### src/rtl/pin_debounce_pkg.sv
`timescale 1ns/1ps
package pin_debounce_pkg;

    typedef enum logic [1:0] {
        ST_BYPASS = 2'd0,
        ST_IDLE   = 2'd1,
        ST_COUNT  = 2'd2
    } db_state_t;

endpackage

### src/rtl/db_sync.sv
`timescale 1ns/1ps
module db_sync #(
    parameter int STAGES = 2
) (
    input  logic clk,
    input  logic d_in,
    output logic q_out
);
    logic [STAGES-1:0] chain;

    generate
        if (STAGES == 1) begin : g_one
            always_ff @(posedge clk) chain[0] <= d_in;
        end else begin : g_many
            always_ff @(posedge clk) chain <= {chain[STAGES-2:0], d_in};
        end
    endgenerate

    assign q_out = chain[STAGES-1];
endmodule

### src/rtl/db_ms_prescaler.sv
`timescale 1ns/1ps
module db_ms_prescaler #(
    parameter int CLKS_PER_MS = 100000
) (
    input  logic clk,
    input  logic rst_n,
    input  logic run,
    output logic tick
);
    localparam int PW = (CLKS_PER_MS > 1) ? $clog2(CLKS_PER_MS) : 1;
    localparam logic [PW-1:0] LAST = PW'(CLKS_PER_MS - 1);

    logic [PW-1:0] cnt;

    always_ff @(posedge clk) begin
        if (!rst_n || !run) begin
            cnt <= '0;
        end else if (cnt == LAST) begin
            cnt <= '0;
        end else begin
            cnt <= cnt + 1'b1;
        end
    end

    assign tick = run && (cnt == LAST);

    // prescaler never passes its terminal value
    a_r7_pre_bound: assert property (@(posedge clk) disable iff (!rst_n)
        cnt <= LAST);

    // an uninterrupted count advances by one each cycle
    a_r7_pre_step: assert property (@(posedge clk) disable iff (!rst_n)
        (run && $past(run) && $past(rst_n) && $past(cnt) != LAST) |-> (cnt == $past(cnt) + 1'b1));
endmodule

### src/rtl/db_filter_fsm.sv
`timescale 1ns/1ps
module db_filter_fsm
    import pin_debounce_pkg::*;
#(
    parameter int RANGE_W = 3
) (
    input  logic               clk,
    input  logic               rst_n,
    input  logic               sync_pin,
    input  logic               en,
    input  logic [RANGE_W-1:0] code,
    input  logic               tick,
    output logic               run,
    output logic               filt
);
    localparam int MS_W = (1 << RANGE_W) - 1;

    db_state_t          state_q, state_d;
    logic [MS_W-1:0]    ms_cnt;
    logic [MS_W:0]      win_full;
    logic [MS_W-1:0]    win_m1;
    logic [RANGE_W:0]   cfg_q;
    logic               cfg_chg;
    logic               differs;
    logic               accept;

    assign win_full = (MS_W+1)'(1) << code;
    assign win_m1   = MS_W'(win_full - 1'b1);
    assign cfg_chg  = ({en, code} != cfg_q);
    assign differs  = (sync_pin != filt);
    assign run      = (state_q == ST_COUNT) && en && differs && !cfg_chg;
    assign accept   = tick && (ms_cnt == win_m1);

    always_ff @(posedge clk) begin
        if (!rst_n) cfg_q <= {en, code};
        else        cfg_q <= {en, code};
    end

    // State register
    always_ff @(posedge clk) begin
        if (!rst_n) state_q <= ST_IDLE;
        else        state_q <= state_d;
    end

    // Next state
    always_comb begin
        state_d = state_q;
        unique case (state_q)
            ST_BYPASS: if (en)       state_d = ST_IDLE;      // arm
            ST_IDLE: begin
                if (!en)             state_d = ST_BYPASS;    // disarm
                else if (differs)    state_d = ST_COUNT;     // start
            end
            ST_COUNT: begin
                if (!en)             state_d = ST_BYPASS;    // disarm
                else if (!differs)   state_d = ST_IDLE;      // cancel
                else if (accept)     state_d = ST_IDLE;      // accept
                else                 state_d = ST_COUNT;     // keep / restart
            end
            default:                 state_d = ST_IDLE;
        endcase
    end

    // Millisecond counter
    always_ff @(posedge clk) begin
        if (!rst_n || !run)  ms_cnt <= '0;
        else if (tick)       ms_cnt <= accept ? '0 : ms_cnt + 1'b1;
    end

    // Output register
    always_ff @(posedge clk) begin
        if (!rst_n)      filt <= sync_pin;
        else if (!en)    filt <= sync_pin;
        else if (accept) filt <= sync_pin;
    end

    // disabled filter copies the synchronized pin on the next edge
    a_r2_bypass_follow: assert property (@(posedge clk) disable iff (!rst_n)
        !en |=> (filt == $past(sync_pin)));

    // while enabled, the output moves only on a millisecond tick
    a_r3_move_on_tick: assert property (@(posedge clk) disable iff (!rst_n)
        (en && $past(en) && $past(rst_n) && filt != $past(filt)) |-> $past(tick));

    // the millisecond count stays inside the selected window
    a_r3_ms_bound: assert property (@(posedge clk) disable iff (!rst_n)
        (state_q == ST_COUNT && en && !cfg_chg) |-> (ms_cnt <= win_m1));

    // a setting change while enabled holds the output and clears the count
    a_r6_hold_on_cfg: assert property (@(posedge clk) disable iff (!rst_n)
        (en && cfg_q[RANGE_W] && cfg_chg) |=> ($stable(filt) && ms_cnt == '0));
endmodule

### src/rtl/pin_debounce.sv
`timescale 1ns/1ps
module pin_debounce #(
    parameter int CLKS_PER_MS = 100000,
    parameter int RANGE_W     = 3,
    parameter int SYNC_STAGES = 2
) (
    input  logic               clk,
    input  logic               rst_n,
    input  logic               pin_in,
    input  logic               db_enable,
    input  logic [RANGE_W-1:0] db_range,
    output logic               pin_filtered
);
    logic pin_s;
    logic ms_tick;
    logic ms_run;

    db_sync #(.STAGES(SYNC_STAGES)) u_sync (
        .clk   (clk),
        .d_in  (pin_in),
        .q_out (pin_s)
    );

    db_ms_prescaler #(.CLKS_PER_MS(CLKS_PER_MS)) u_presc (
        .clk   (clk),
        .rst_n (rst_n),
        .run   (ms_run),
        .tick  (ms_tick)
    );

    db_filter_fsm #(.RANGE_W(RANGE_W)) u_fsm (
        .clk      (clk),
        .rst_n    (rst_n),
        .sync_pin (pin_s),
        .en       (db_enable),
        .code     (db_range),
        .tick     (ms_tick),
        .run      (ms_run),
        .filt     (pin_filtered)
    );
endmodule

### config.mk
export PLATFORM = sky130hd
export DESIGN_NAME = pin_debounce
export DESIGN_NICKNAME = d
export VERILOG_FILES = /design/src/rtl/pin_debounce_pkg.sv /design/src/rtl/db_sync.sv /design/src/rtl/db_ms_prescaler.sv /design/src/rtl/db_filter_fsm.sv /design/src/rtl/pin_debounce.sv
export SDC_FILE = /design/constraint.sdc
export NUM_CORES = 1
export LEC_CHECK = 0
export ABC_CLOCK_PERIOD_IN_PS = 5000
export BUFFER_PORTS_ARGS = -buffer_cell sky130_fd_sc_hd__buf_2
export CAP_MARGIN = 20
export CORE_UTILIZATION = 40
export CTS_CLUSTER_SIZE = 40
export DETAILED_ROUTE_END_ITERATION = 8
export PLACE_DENSITY_LB_ADDON = 0.3
export SKIP_LAST_GASP = 1
export SLEW_MARGIN = 20
export SYNTH_ARGS = -nofsm -noshare
export SYNTH_HDL_FRONTEND = slang
export SYNTH_SLANG_ARGS = --single-unit
### constraint.sdc
create_clock -name clk -period 5 [get_ports clk]
set_input_delay 1 -clock clk [delete_from_list [all_inputs] [get_ports clk]]
set_output_delay 1 -clock clk [all_outputs]
set_load 0.1 [all_outputs]
# ---- Yosys cells after proc, flatten, opt, wreduce, memory -nomap -nowiden
# Index checks and enable logic that the tools add are counted.
dict set report totals {
  reg_bits 33
  input_bits 7
  out_inout_bits 1
  elab_cells 42
}
dict set report op_classes {
  n_addsub 3
  n_eq_ne 9
  shifts 1
  muxes 11
  reduce_logical 12
}
# op n
set ops {}
lappend ops {{$add A17 B1 Y17 const B} 1}
lappend ops {{$eq A17 B17 Y1 const B} 1}
lappend ops {{$mux W2} 6}
lappend ops {{$add A7 B1 Y7 const B} 1}
lappend ops {{$eq A7 B7 Y1} 1}
lappend ops {{$mux W7} 1}
lappend ops {{$shl A1 B3 Y7 const A} 1}
lappend ops {{$sub A7 B1 Y7 const B} 1}
lappend ops {{$ne A3 B2 Y1 const B} 2}
lappend ops {{$pmux W2 S3} 1}
lappend ops {{$logic_and A1 B1 Y1} 5}
lappend ops {{$ne A4 B4 Y1} 1}
lappend ops {{$logic_not A1 Y1} 3}
lappend ops {{$mux W1} 3}
lappend ops {{$eq A2 B1 Y1 const B} 1}
lappend ops {{$eq A2 B2 Y1 const B} 1}
lappend ops {{$logic_not A2 Y1} 1}
lappend ops {{$ne A2 B2 Y1 const B} 1}
lappend ops {{$reduce_and A2 Y1} 1}
lappend ops {{$reduce_or A2 Y1} 1}
lappend ops {{$logic_or A1 B1 Y1} 1}
lappend ops {{$ne A1 B1 Y1} 1}

# ---- Depth between registers and ports, before layout
dict set report depth {
  ltp_word 10
  ltp_mapped 7
}

# ---- Cells and area by module
# From an unflattened synthesis, not the netlist that was laid out.
dict set report unflattened {
  cells_unflattened 185
  hier_area_um2 1700.4
}
# module instances cells_each area_each_um2 seq_area_each_um2
set modules_own_cells {}
lappend modules_own_cells {db_filter_fsm 1 94 859.6 290.3}
lappend modules_own_cells {db_ms_prescaler 1 89 800.8 340.3}
lappend modules_own_cells {db_sync 1 2 40.0 40.0}

# ---- Worst setup path before layout
# OpenSTA, ideal clock, no wires.
dict set report synth_path {
  kind {input to register}
  start {in db_range[1]}
  end {reg u_fsm.filt (enable)}
  t_arrival_ns 2.158
  slack_ns 2.548
  path_stages 6
  path_buffers 1
  cell_sequence {buf_6 -> or4_1 -> o211a_2 -> a211oi_2 -> nand3_1 -> nand3_1}
}
dict set report synth_via {
  elab_chain_len 6
  elab_cells_between_ends 9
  cone_classes {1 x add/sub; 3 x eq/ne; 1 x shift; 4 x reduce/logical}
}
# element line_no
set synth_lines {}
lappend synth_lines {{from (decl)} pin_debounce.sv:11} ;# input logic [RANGE_W-1:0] db_range,
lappend synth_lines {{branches (longest 4 deep; another with $sub A7 B1 Y7)} --}
lappend synth_lines {{$logic_and A1 B1 Y1 (*)} db_filter_fsm.sv:32} ;# assign accept = tick && (ms_cnt == win_m1);
lappend synth_lines {{$ne A3 B2 Y1 (no source line) (*)} --}
lappend synth_lines {{to (signal assigned)} db_filter_fsm.sv:72} ;# if (!rst_n) filt <= sync_pin;
lappend synth_lines {{to (signal assigned)} db_filter_fsm.sv:73} ;# else if (!en) filt <= sync_pin;
lappend synth_lines {{to (signal assigned)} db_filter_fsm.sv:74} ;# else if (accept) filt <= sync_pin;
lappend synth_lines {{to (decl)} db_filter_fsm.sv:14} ;# output logic filt
# Mark *: on every way between the ends.
# A chain may end at the register's enable or synchronous reset.

# ---- Worst setup path in the final report
# Same ends and word-level chain as after synthesis.

==> qor.csv <==
stage,metric,value,unit
status,outcome,completed,
clock_tree,clock edge transition at the registers on the reported setup and hold paths,0.06,ns
layout,"non-filler cells, final",250,
worst_setup_path,slowest cell on the critical path,sky130_fd_sc_hd__or4_1,
floorplanning,number of top-level pins,8,
clock_tree,TritonCTS Sinks,33,
pwr,power density over the cells,297,nW/um^2
worst_setup_path,maximum cell stage delay along the critical path,0.47,ns
grt,fraction of met2 tracks used by global routing,0.239,
synth,commonest cells in the synthesized netlist,"sky130_fd_sc_hd__dfxtp_1 (32), sky130_fd_sc_hd__nor2_1 (29), sky130_fd_sc_hd__nand2_1 (17), sky130_fd_sc_hd__xnor2_1 (14)",
placement,Placed Cells incl. Taps,243,
timing,final number of hold-violating endpoints,0,
clock_tree,clock latency on the worst-skew pair,0.28,ns
routing,sum of routed wire length over all layers,2980,um
routing,average wire per standard cell,11.9,um
synth,sequential element share of the synthesized area,0.378,
timing,summed negative setup slack over all endpoints,0,ns
flow_run,max-cap viol count,0,
worst_setup_path,highest net fanout along the worst path,11,
worst_setup_path,CP Class,input port to flip-flop,
clock_tree,number of levels in the clock H-tree,2,
synth,most frequent cell after synthesis,sky130_fd_sc_hd__dfxtp_1,
floorplanning,core region area,4140,um^2
pwr,peak supply drop,0.0874,mV
worst_setup_path,"CP delay by family, top",simple AND/OR/NAND/NOR gates,
timing,headroom to the max-slew limit,0.681,
layout,Area Overhead vs Synth,7.75,%
grt,total global routing overflow,0,
synth,total nets after synthesis,203,
synth,fraction of post-synthesis cell area in the top cell type by area,0.361,
grt,number of antenna violations at the first check in global routing,0,
placement,GPL Wtd Cong,0.801,
synth,flop and latch count out of synthesis,33,
synth,ys flop type,sky130_fd_sc_hd__dfxtp_1,
worst_setup_path,Worst Setup Start Kind,input port,
placement,DP Wirelength,2150,um
clock_tree,"Gates resized, CTS repair",0,
synth,yosys warns,0,
routing,First DRT Iteration DRCs,27,
synth,synthesized netlist cell count,191,
synth,post-synthesis cell type with the largest combined area,sky130_fd_sc_hd__dfxtp_1,
routing,number of optimization iterations in the first detailed-route pass,4,
timing,"Min Clock Period, post-route",2.33,ns
grt,global-route total usage across every layer,0.147,
synth,number of enable-type register cells in the synthesized netlist,1,
grt,met3 global-route usage,0.0543,
grt,vias in the first global route,1169,
pwr,leakage power summed over all cells,0.636,nW
timing,maximum achievable frequency,430,MHz
routing,number of nets with antenna violations after routing,0,
worst_setup_path,Critical Path RT,5.00,ns
routing,Via-to-Cell Ratio,5.28,
floorplanning,Die W,68.6,um
grt,most heavily used metal layer in global routing,met2,
synth,Avg Synthesized Cell Area,9.30,um^2
clock_tree,hold buffer count at CTS,0,
synth,fraction of registers with async set/reset,0,
timing,Final Max Tran Viols,0,
timing,period utilisation layout,0.466,
placement,number of input and output port buffers inserted,7,
grt,pin count of the biggest net entering global routing,19,
grt,first-pass GRT wire length,4980,um
timing,actual transition at the worst max-transition pin,0.482,ns
worst_setup_path,WP buf/inv,1,
floorplanning,starting density of the core,0.428,
clock_tree,CTS tree,yes,
layout,share of cells above drive strength 1,0.175,
floorplanning,cell row count,23,
clock_tree,clock root cell,sky130_fd_sc_hd__clkbuf_8,
floorplanning,die area,4710,um^2
synth,distinct cell type count of the synthesized netlist,52,
routing,DRC violations left,0,
worst_setup_path,chain of cells forming the critical path,buf_2 > or4_1 > o211a_2 > a211oi_2 > nand3_1 > nand3_1,
routing,via count of the routed design,1319,
synth,summed instance area of the synthesized netlist,1780,um^2
floorplanning,height of the die,68.6,um
timing,setup repair after global routing missed its margin,false,
clock_tree,number of setup buffers added after CTS,0,
hold_path,worst hold path class,flip-flop to flip-flop,
worst_setup_path,arrival time reported for the critical path endpoint,2.32,ns
timing,Fin Clk Skew,0.00637,ns
clock_tree,maximum count of clock buffers along a single path,2,
synth,cell types occupying the most area after synthesis,"sky130_fd_sc_hd__dfxtp_1 (36%), sky130_fd_sc_hd__xnor2_1 (6.9%), sky130_fd_sc_hd__nor2_1 (6.1%), sky130_fd_sc_hd__xor2_1 (4.4%), sky130_fd_sc_hd__nand2_1 (3.6%)",
layout,antenna cells,0,
clock_tree,number of buffers created by CTS,5,
grt,met1 routing resource usage after global routing,0.174,
worst_setup_path,CP most frequent cell,sky130_fd_sc_hd__nand3_1,
worst_setup_path,Critical Path Sink Type,flip-flop,
timing,number of failing setup endpoints in the final timing report,0,
layout,number of nets in the layout,212,
[where the power goes]
group          total [mW]  internal [mW]  switching [mW]  leakage, nW
Sequential          0.284          0.275         0.00839        0.271
Clock               0.198          0.109          0.0886       0.0443
Combinational      0.0874         0.0367          0.0506        0.321
Total               0.569          0.421           0.148        0.636
[placed cells by master, fill, tap and decap left out, types with 3 or more instances in the layout]
cell type                   n
sky130_fd_sc_hd__ha_1       5
sky130_fd_sc_hd__nor3_1     3
sky130_fd_sc_hd__clkbuf_8   6
sky130_fd_sc_hd__xor2_1     9
sky130_fd_sc_hd__and3_1     3
sky130_fd_sc_hd__nor2_1    29
sky130_fd_sc_hd__nor4_1     6
sky130_fd_sc_hd__inv_1      9
sky130_fd_sc_hd__dfxtp_1   32
sky130_fd_sc_hd__nand3_1    9
sky130_fd_sc_hd__nand4_1    6
sky130_fd_sc_hd__nand2_1   17
sky130_fd_sc_hd__buf_2      7
sky130_fd_sc_hd__xnor2_1   14
[cell families after synthesis]
family          synth area share
simple gates               0.291
buf+inv                   0.0451
flops                      0.378
fa+ha+maj                 0.0352
xor+xnor                   0.132
mux                      0.00564
compound gates             0.113
[state kept, by name, summed over array words and instances (netlist names)]
register	count
u_presc.cnt	17
u_fsm.ms_cnt	7
u_fsm.cfg_q	4
u_sync.chain	2
u_fsm.state_q	2
u_fsm.filt	1
[cell type report]
type / count / area (um^2)
Fill cell: 426 / 2230
Inverter: 9 / 33.8
Multi-Input combinational cell: 144 / 1020
Sequential cell: 33 / 671
Tap cell: 50 / 62.6
Clock buffer: 7 / 86.3
Timing Repair Buffer: 7 / 35.0
[per-stage QoR]
stage | power (mW) | hold slack (ns) | util | instance area (um^2) | setup slack, ns
floorplan | 0.361 | 0.310 | - | 1780 | 2.55
global placement | 0.377 | 0.315 | 0.441 | 1830 | 2.42
detailed placement | 0.378 | 0.324 | 0.441 | 1830 | 2.39
CTS | 0.579 | 0.345 | 0.462 | 1910 | 2.69
global route | 0.602 | 0.349 | 0.462 | 1910 | 2.58
finish | 0.569 | 0.337 | 0.462 | 1910 | 2.67
[final timing paths]
kind                         from              end  slack, ns  cells past startpoint
hold reg to reg   u_sync.chain[0]  u_sync.chain[1]       0.34                      0
setup / recovery      db_range[1]       u_fsm.filt       2.67                      6
setup reg to reg   u_presc.cnt[0]       u_fsm.filt       3.08                      6
hold / removal    u_sync.chain[0]  u_sync.chain[1]       0.34                      0
[per-layer routing]
layer  vias up  share of wire
met5         -              0
met4         0          0.010
met3         5          0.029
met2        10           0.45
met1       621           0.52
li1        683              -
Power figures use the tool's default switching activity.
